**config.mk**
```make
export PLATFORM = sky130hd
export DESIGN_NAME = pulse_swallow_16of25
export DESIGN_NICKNAME = d
export VERILOG_FILES = /design/src/rtl/swal_pkg.sv /design/src/rtl/digit_fsm.sv /design/src/rtl/base5_gate.sv /design/src/rtl/cascade_gate.sv /design/src/rtl/pulse_swallow_16of25.sv
export SDC_FILE = /design/constraint.sdc
export NUM_CORES = 1
export LEC_CHECK = 0
export BUFFER_PORTS_ARGS = -buffer_cell sky130_fd_sc_hd__clkbuf_2
export CAP_MARGIN = 40
export CORE_AREA = 2 2 39 41
export DETAILED_ROUTE_END_ITERATION = 8
export DIE_AREA = 0 0 41 43
export PLACE_DENSITY_LB_ADDON = 0.15
export SYNTH_ARGS = -nofsm -noshare
export SYNTH_HDL_FRONTEND = slang
export SYNTH_HIERARCHICAL = 1
export SYNTH_SLANG_ARGS = --single-unit
```
**constraint.sdc**
```tcl
create_clock -name clk -period 1.9 [get_ports clk]
set_input_delay 0.285 -clock clk [delete_from_list [all_inputs] [get_ports clk]]
set_output_delay 0.285 -clock clk [all_outputs]
set_load 0.02 [all_outputs]
```
**src/rtl/swal_pkg.sv**
```systemverilog
package swal_pkg;
    localparam int RADIX          = 5;
    localparam int DIG_W          = $clog2(RADIX);
    localparam int CYCLE_LEN      = RADIX * RADIX;
    localparam int PASS_PER_CYCLE = (RADIX - 1) * (RADIX - 1);
    localparam int POS_W          = $clog2(CYCLE_LEN);

    typedef enum logic [DIG_W-1:0] {
        DIG0 = 0,
        DIG1 = 1,
        DIG2 = 2,
        DIG3 = 3,
        DIG4 = 4
    } digit_e;
endpackage

```
**src/rtl/digit_fsm.sv**
```systemverilog
module digit_fsm
    import swal_pkg::*;
(
    input  logic   clk,
    input  logic   rst,
    input  logic   adv,
    output digit_e dig
);
    digit_e cur, nxt;

    always_ff @(posedge clk) begin
        if (rst) cur <= DIG0;
        else     cur <= nxt;
    end

    always_comb begin
        nxt = cur;
        if (adv) begin
            unique case (cur)
                DIG0:    nxt = DIG1;
                DIG1:    nxt = DIG2;
                DIG2:    nxt = DIG3;
                DIG3:    nxt = DIG4;
                DIG4:    nxt = DIG0;
                default: nxt = DIG0;
            endcase
        end
    end

    assign dig = cur;

    a_r1_hold_when_idle: assert property (@(posedge clk) disable iff (rst)
        !adv |=> $stable(cur));
endmodule

```
**src/rtl/base5_gate.sv**
```systemverilog
module base5_gate
    import swal_pkg::*;
(
    input  logic clk,
    input  logic rst,
    input  logic adv,
    output logic pass
);
    digit_e lo, hi;
    logic   hi_adv;

    assign hi_adv = adv && (lo == DIG4);

    digit_fsm lo_i (.clk(clk), .rst(rst), .adv(adv),    .dig(lo));
    digit_fsm hi_i (.clk(clk), .rst(rst), .adv(hi_adv), .dig(hi));

    always_comb begin
        unique case (lo)
            DIG1:    pass = (hi == DIG4);
            DIG3:    pass = 1'b0;
            default: pass = 1'b1;
        endcase
    end

    // checker state
    logic             prev_blk;
    logic [POS_W-1:0] pos;
    logic [POS_W-1:0] npass;

    always_ff @(posedge clk) begin
        if (rst) begin
            prev_blk <= 1'b0;
            pos      <= '0;
            npass    <= '0;
        end else if (adv) begin
            prev_blk <= !pass;
            pos      <= (pos == POS_W'(CYCLE_LEN - 1)) ? '0 : pos + POS_W'(1);
            npass    <= (pos == POS_W'(CYCLE_LEN - 1)) ? '0 : npass + POS_W'(pass);
        end
    end

    a_r6_single_block: assert property (@(posedge clk) disable iff (rst)
        adv && prev_blk |-> pass);
    a_r3_b5_sixteen: assert property (@(posedge clk) disable iff (rst)
        adv && (pos == POS_W'(CYCLE_LEN - 1)) |-> (npass + POS_W'(pass)) == POS_W'(PASS_PER_CYCLE));
    a_r4_top_exempt: assert property (@(posedge clk) disable iff (rst)
        adv && (pos == POS_W'(4 * RADIX + 1)) |-> pass);
endmodule

```
**src/rtl/cascade_gate.sv**
```systemverilog
module cascade_gate
    import swal_pkg::*;
(
    input  logic clk,
    input  logic rst,
    input  logic adv,
    output logic pass
);
    digit_e s1, s2;
    logic   pass1, adv2;

    assign pass1 = (s1 != DIG4);
    assign adv2  = adv && pass1;
    assign pass  = pass1 && (s2 != DIG4);

    digit_fsm st1_i (.clk(clk), .rst(rst), .adv(adv),  .dig(s1));
    digit_fsm st2_i (.clk(clk), .rst(rst), .adv(adv2), .dig(s2));

    // checker state
    logic [1:0]       run;
    logic [POS_W-1:0] pos;
    logic [POS_W-1:0] npass;

    always_ff @(posedge clk) begin
        if (rst) begin
            run   <= '0;
            pos   <= '0;
            npass <= '0;
        end else if (adv) begin
            run   <= pass ? 2'd0 : run + 2'd1;
            pos   <= (pos == POS_W'(CYCLE_LEN - 1)) ? '0 : pos + POS_W'(1);
            npass <= (pos == POS_W'(CYCLE_LEN - 1)) ? '0 : npass + POS_W'(pass);
        end
    end

    a_r6_cascade_run: assert property (@(posedge clk) disable iff (rst)
        adv && (run == 2'd2) |-> pass);
    a_r3_cs_sixteen: assert property (@(posedge clk) disable iff (rst)
        adv && (pos == POS_W'(CYCLE_LEN - 1)) |-> (npass + POS_W'(pass)) == POS_W'(PASS_PER_CYCLE));
    a_r5_stage2_hold: assert property (@(posedge clk) disable iff (rst)
        adv && !pass1 |=> $stable(s2));
endmodule

```
**src/rtl/pulse_swallow_16of25.sv**
```systemverilog
module pulse_swallow_16of25
    import swal_pkg::*;
(
    input  logic clk,
    input  logic rst,
    input  logic mode_sel,
    input  logic ev_in,
    output logic en_out
);
    logic adv_b5, adv_cs;
    logic pass_b5, pass_cs, pass_sel;

    assign adv_b5 = ev_in && !mode_sel;
    assign adv_cs = ev_in &&  mode_sel;

    base5_gate   b5_i (.clk(clk), .rst(rst), .adv(adv_b5), .pass(pass_b5));
    cascade_gate cs_i (.clk(clk), .rst(rst), .adv(adv_cs), .pass(pass_cs));

    assign pass_sel = mode_sel ? pass_cs : pass_b5;

    always_ff @(posedge clk) begin
        if (rst) en_out <= 1'b0;
        else     en_out <= ev_in && pass_sel;
    end

    a_r2_idle_quiet: assert property (@(posedge clk) disable iff (rst)
        !ev_in |=> !en_out);
    a_r1_reset_clear: assert property (@(posedge clk)
        rst |=> !en_out);
endmodule

```
# [Word level (Yosys, flattened, before mapping)]
# Index checks and enable logic that the tools add are counted.
[word_totals] out_inout_bits=1 input_bits=4 reg_bits=13 word_cells=38
[classes] n_reduce_logical=11 eq_ne=16 muxes=6
[op_table] operator="3-bit one-hot mux with 4 select lines" count=4
[op_table] operator="3-bit by 2-bit equality test with 1-bit output, second input constant" count=8
[op_table] operator="3-bit by 1-bit equality test with 1-bit output, second input constant" count=4
[op_table] operator="3-bit logical NOT" count=4
[op_table] operator="3-bit equality test, second input constant" count=2
[op_table] operator="1-bit logical AND" count=6
[op_table] operator="3-bit != test, second input constant" count=2
[op_table] operator="1-bit one-hot mux with 2 select lines" count=1
[op_table] operator="1-bit logical NOT" count=1
[op_table] operator="1-bit two-way mux" count=1

# [Depth between registers and ports, before layout]
[depth] ltp_word=4 ltp_mapped=5 depth_no_buf=5

# [Cells and area by module]
# The synthesis kept the hierarchy.
[modules_own_cells] mod="digit_fsm" area_each_um2=132.6 cells_per_inst=13 seq_area_each_um2=60.1 n_inst=4
[modules_own_cells] mod="pulse_swallow_16of25" area_each_um2=58.8 cells_per_inst=5 seq_area_each_um2=20.0 n_inst=1
[modules_own_cells] mod="cascade_gate" area_each_um2=27.5 cells_per_inst=4 seq_area_each_um2=0.0 n_inst=1
[modules_own_cells] mod="base5_gate" area_each_um2=26.3 cells_per_inst=4 seq_area_each_um2=0.0 n_inst=1

# [Worst setup path before layout]
# OpenSTA, ideal clock, no wires.
[synth_timing] path_kind="input to register" from="input mode_sel" to="register b5_i.hi_i.cur[0], in the netlist b5_i/hi_i/dig[0]" setup_time_ns=0.066 arrival_time_ns=1.392 path_stages=5 n_path_buf=0 required_time_ns=1.834 setup_slack_ns=0.442 path_cell_list="and2b_2 -> nand2_1 -> nor3_1 -> or3b_1 -> a21oi_2"
[synth_between] elab_chain_len=3
[synth_rtl] item="from (decl)" line_no="pulse_swallow_16of25.sv:6" rtl="input logic mode_sel,"
[synth_rtl] item="1-bit logical NOT" line_no="pulse_swallow_16of25.sv:13" rtl="assign adv_b5 = ev_in && !mode_sel;"
[synth_rtl] item="1-bit logical AND" line_no="pulse_swallow_16of25.sv:13"
[synth_rtl] item="1-bit logical AND" line_no="base5_gate.sv:12" rtl="assign hi_adv = adv && (lo == DIG4);"
[synth_rtl] item="net b5_i.hi_adv" line_no="base5_gate.sv:10" rtl="logic hi_adv;"
[synth_rtl] item="to (signal assigned)" line_no="digit_fsm.sv:13" rtl="else cur <= nxt;"
[synth_rtl] item="to (decl)" line_no="digit_fsm.sv:9" rtl="digit_e cur, nxt;"
# The timed path passes the listed nets, and every way through them passes these cells.
# A chain may end at the register's enable or synchronous reset.

# [Worst setup path after layout]
[layout_timing] from="register b5_i.lo_i.cur[2], in the netlist b5_i/lo_i/dig[2]" to="register b5_i.hi_i.cur[0], in the netlist b5_i/hi_i/dig[0]"
[layout_between] elab_chain_len=2
[layout_rtl] item="from (decl)" line_no="digit_fsm.sv:9"
[layout_rtl] item="from (signal assigned)" line_no="digit_fsm.sv:13"
[layout_rtl] item="3-bit equality test" line_no="base5_gate.sv:12"
[layout_rtl] item="1-bit logical AND" line_no="base5_gate.sv:12"
[layout_rtl] item="net b5_i.hi_adv" line_no="base5_gate.sv:10"
# The timed path passes the listed nets, and every way through them passes these cells.

==> out/results.ini <==
[sta]
fin_crit_sh=0.681
tns_ns=0
max_freq_mhz=772
holdWs_ns=0.282
finalMaxSlewViolations=0
finalSetupViolCount=0
worst_slew_margin_rel=0.768
tightest_slew_ns=0.348
final_hold_viol_count=0
final.min_clock_period_ns=1.29
grt_setup_unrepaired=false
finalClockSkew_ns=0.00364

[clock_tree]
post-cts-setup-buffers=0
cts_resized=0
cts_buffers=3
cts_tree=yes
cts.sinks=13
cts_hold_buf=0
clk_path_buf_depth=2
clockRootBuffer=clkbuf_4
clk_latency_ns=0.27
path_clk_slew_ns=0.08
h-tree-depth=1

[setup_path]
path_buf_inv=0
cpPeakStageDelay_ns=0.41
rr_worst_depth=4
crit_arrival_ns=1.50
r2r_end=b5_i/hi_i/dig[0]
crit_family=simple AND/OR/NAND/NOR gates
cp_data_required_time_ns=2.10
path_cells=nand2_1 > nor3_1 > or3b_1 > a21oi_2
rrSetupSlack_ns=0.61
cp-start-kind=flop
cpMaxStageDelayCell=dfxtp_1
cp_max_fo=7
crit_type=flop to flop
r2r_start=b5_i/lo_i/dig[2]
end_kind=flop

[routing]
drt_wl_total_um=1050
via_count=487
viasPerCell=5.35
drc=0
first_pass_iters=2
postRouteAntennaNets=0
drt-initial-drc-count=4
avgRoutedWirePerCell_um=11.6

[global_route]
track_usage=0.154
grt_pass1_vias=428
antenna_found_initial=0
grt_pass1_wl_um=1800
grt_max_degree=14
grt-ovfl-total=0

[layout]
synthToLayoutAreaGrowth_pct=12.6
layout.nets=80
drive_above_1_share=0.227
num_antenna_cells=0

[placed_design]
gp_congestion=0.672
hpwl_um=727
portBuffers=4

[pwr]
ir_drop_mv=0.400
p_leak_uw=0.000295
p_seq_frac=0.585
p_sw_frac=0.232
p_switching_uw=114
p_comb_frac=0.079
clock_power_share=0.336
power-per-cell-area_nw_per_um2=682
intPower_uw=380

[status]
status=complete, no violations

[floorplan]
die_x_um=41
ioPinCount=5
die_h_um=43
die_area_um2=1760
initial_core_util=0.465
core_area_um2=1380
row_count=14

[synth]
postSynthAreaPerCell_um2=9.89
synth_compound_area_frac=0.202
ys_seq_area_frac=0.405
synth_simple_gate_area_frac=0.354
synthAdderAreaFrac=0
muxShareOfSynthArea=0.0156
ys_types=19
ys_warn_count=6
synth_cells=65
netlist_area_um2=643
synth-seq-cells=13
synthXorXnorAreaFrac=0
synth_top_family_by_area=simple AND/OR/NAND/NOR gates
synth_nets=69

[job]
maxCapViolCount=0

[min_path]
min_to=en_out
min_from=ev_in
holdPathStages=2
hp-class=input pin to flop

-- layout make-up --
class                      instances  area (um2)
clock buffer                       4        26.3
fill                             131         659
inverter                           4        15.0
multi-input combinational         48         368
sequential                        13         260
tap                               16        20.0
timing repair buffer               6        35.0
-- state kept, by name (all words and copies together), names as in the netlist --
register	flops
b5_i/hi_i/dig	3
b5_i/lo_i/dig	3
cs_i/st1_i/dig	3
cs_i/st2_i/dig	3
en_out	1
-- worst max path at each step --
stage	endpoint	cells after the start	slack [ns]	from
after floorplan	b5_i/hi_i/dig[0]	5	0.44	mode_sel
after detailed placement	b5_i/hi_i/dig[0]	6	0.37	mode_sel
final	b5_i/hi_i/dig[0]	4	0.61	b5_i/lo_i/dig[2]
after global routing	b5_i/hi_i/dig[1]	5	0.45	b5_i/lo_i/dig[2]
after CTS	b5_i/hi_i/dig[0]	4	0.61	b5_i/lo_i/dig[2]
after global placement	b5_i/hi_i/dig[0]	6	0.42	mode_sel
-- power by group through the flow --
stage	registers [uW]	logic, uW	clock network (uW)
floorplan	295	23.3	0
global placement	296	39.0	0
detailed placement	296	39.4	0
CTS	289	39.7	181
global route	291	43.3	187
finish	289	39.2	166
-- worst register-to-register path, delay by kind of cell (launching register included) --
family	cells	cell delay (ns)
DFF	1	0.41
and+or+nand+nor	3	0.69
AOI/OAI and AO/OA	1	0.13
-- per-layer routing --
layer	global-route usage	vias to the layer above	share of wire
met1	0.191	220	0.50
met3	0.0524	2	0.031
met5	0	-	0
li1	-	262	-
met4	0.100	0	0.0086
met2	0.216	3	0.45
-- cell usage in the layout (no fill, tap or decap) --
| master | Yosys | final |
|---|---|---|
| nor3b_2 | 2 | 2 |
| clkbuf_1 | 0 | 1 |
| a211oi_1 | 4 | 4 |
| clkbuf_4 | 0 | 3 |
| nand4b_1 | 4 | 4 |
| mux2i_1 | 1 | 1 |
| nor2_1 | 1 | 1 |
| nor3_1 | 1 | 1 |
| and2_2 | 1 | 1 |
| a21oi_1 | 5 | 5 |
| dfxtp_1 | 13 | 13 |
| nand3b_1 | 5 | 5 |
| clkbuf_2 | 0 | 4 |
| or4b_1 | 1 | 1 |
| nor2b_1 | 1 | 1 |
| o211a_1 | 4 | 4 |
| inv_1 | 4 | 4 |
| nand2b_1 | 8 | 8 |
| or3b_1 | 4 | 4 |
| buf_4 | 0 | 2 |
| a21oi_2 | 4 | 4 |
| and2b_2 | 1 | 1 |
| nand2_1 | 1 | 1 |
-- Yosys cell counts --
cell,n,area share
o211a_1,4,0.062
nor2b_1,1,0.0097
nor2_1,1,0.0058
nor3_1,1,0.0078
mux2i_1,1,0.016
nand2b_1,8,0.078
dfxtp_1,13,0.40
nand4b_1,4,0.054
a21oi_1,5,0.039
inv_1,4,0.023
and2_2,1,0.012
nor3b_2,2,0.039
or4b_1,1,0.016
nand2_1,1,0.0058
nand3b_1,5,0.058
a21oi_2,4,0.054
or3b_1,4,0.054
a211oi_1,4,0.047
and2b_2,1,0.014
-- cells by family (layout without fill, tap and decap cells) --
logic type,count (synthesis),in the layout
buf+inv,4,14
mux,1,1
compound gates,17,17
simple gates,30,30
flops,13,13
-- metrics by stage --
stage / utilization / total power (uW) / std cells / cell area [um2] / setup WS, ns
floorplan: - / 318 / 65 / 643 / 0.442
global placement: 0.505 / 335 / 87 / 698 / 0.418
detailed placement: 0.505 / 335 / 87 / 698 / 0.374
CTS: 0.524 / 509 / 91 / 724 / 0.610
global route: 0.524 / 521 / 91 / 724 / 0.455
finish: 0.524 / 494 / 91 / 724 / 0.605
Power figures use the tool's default switching activity.
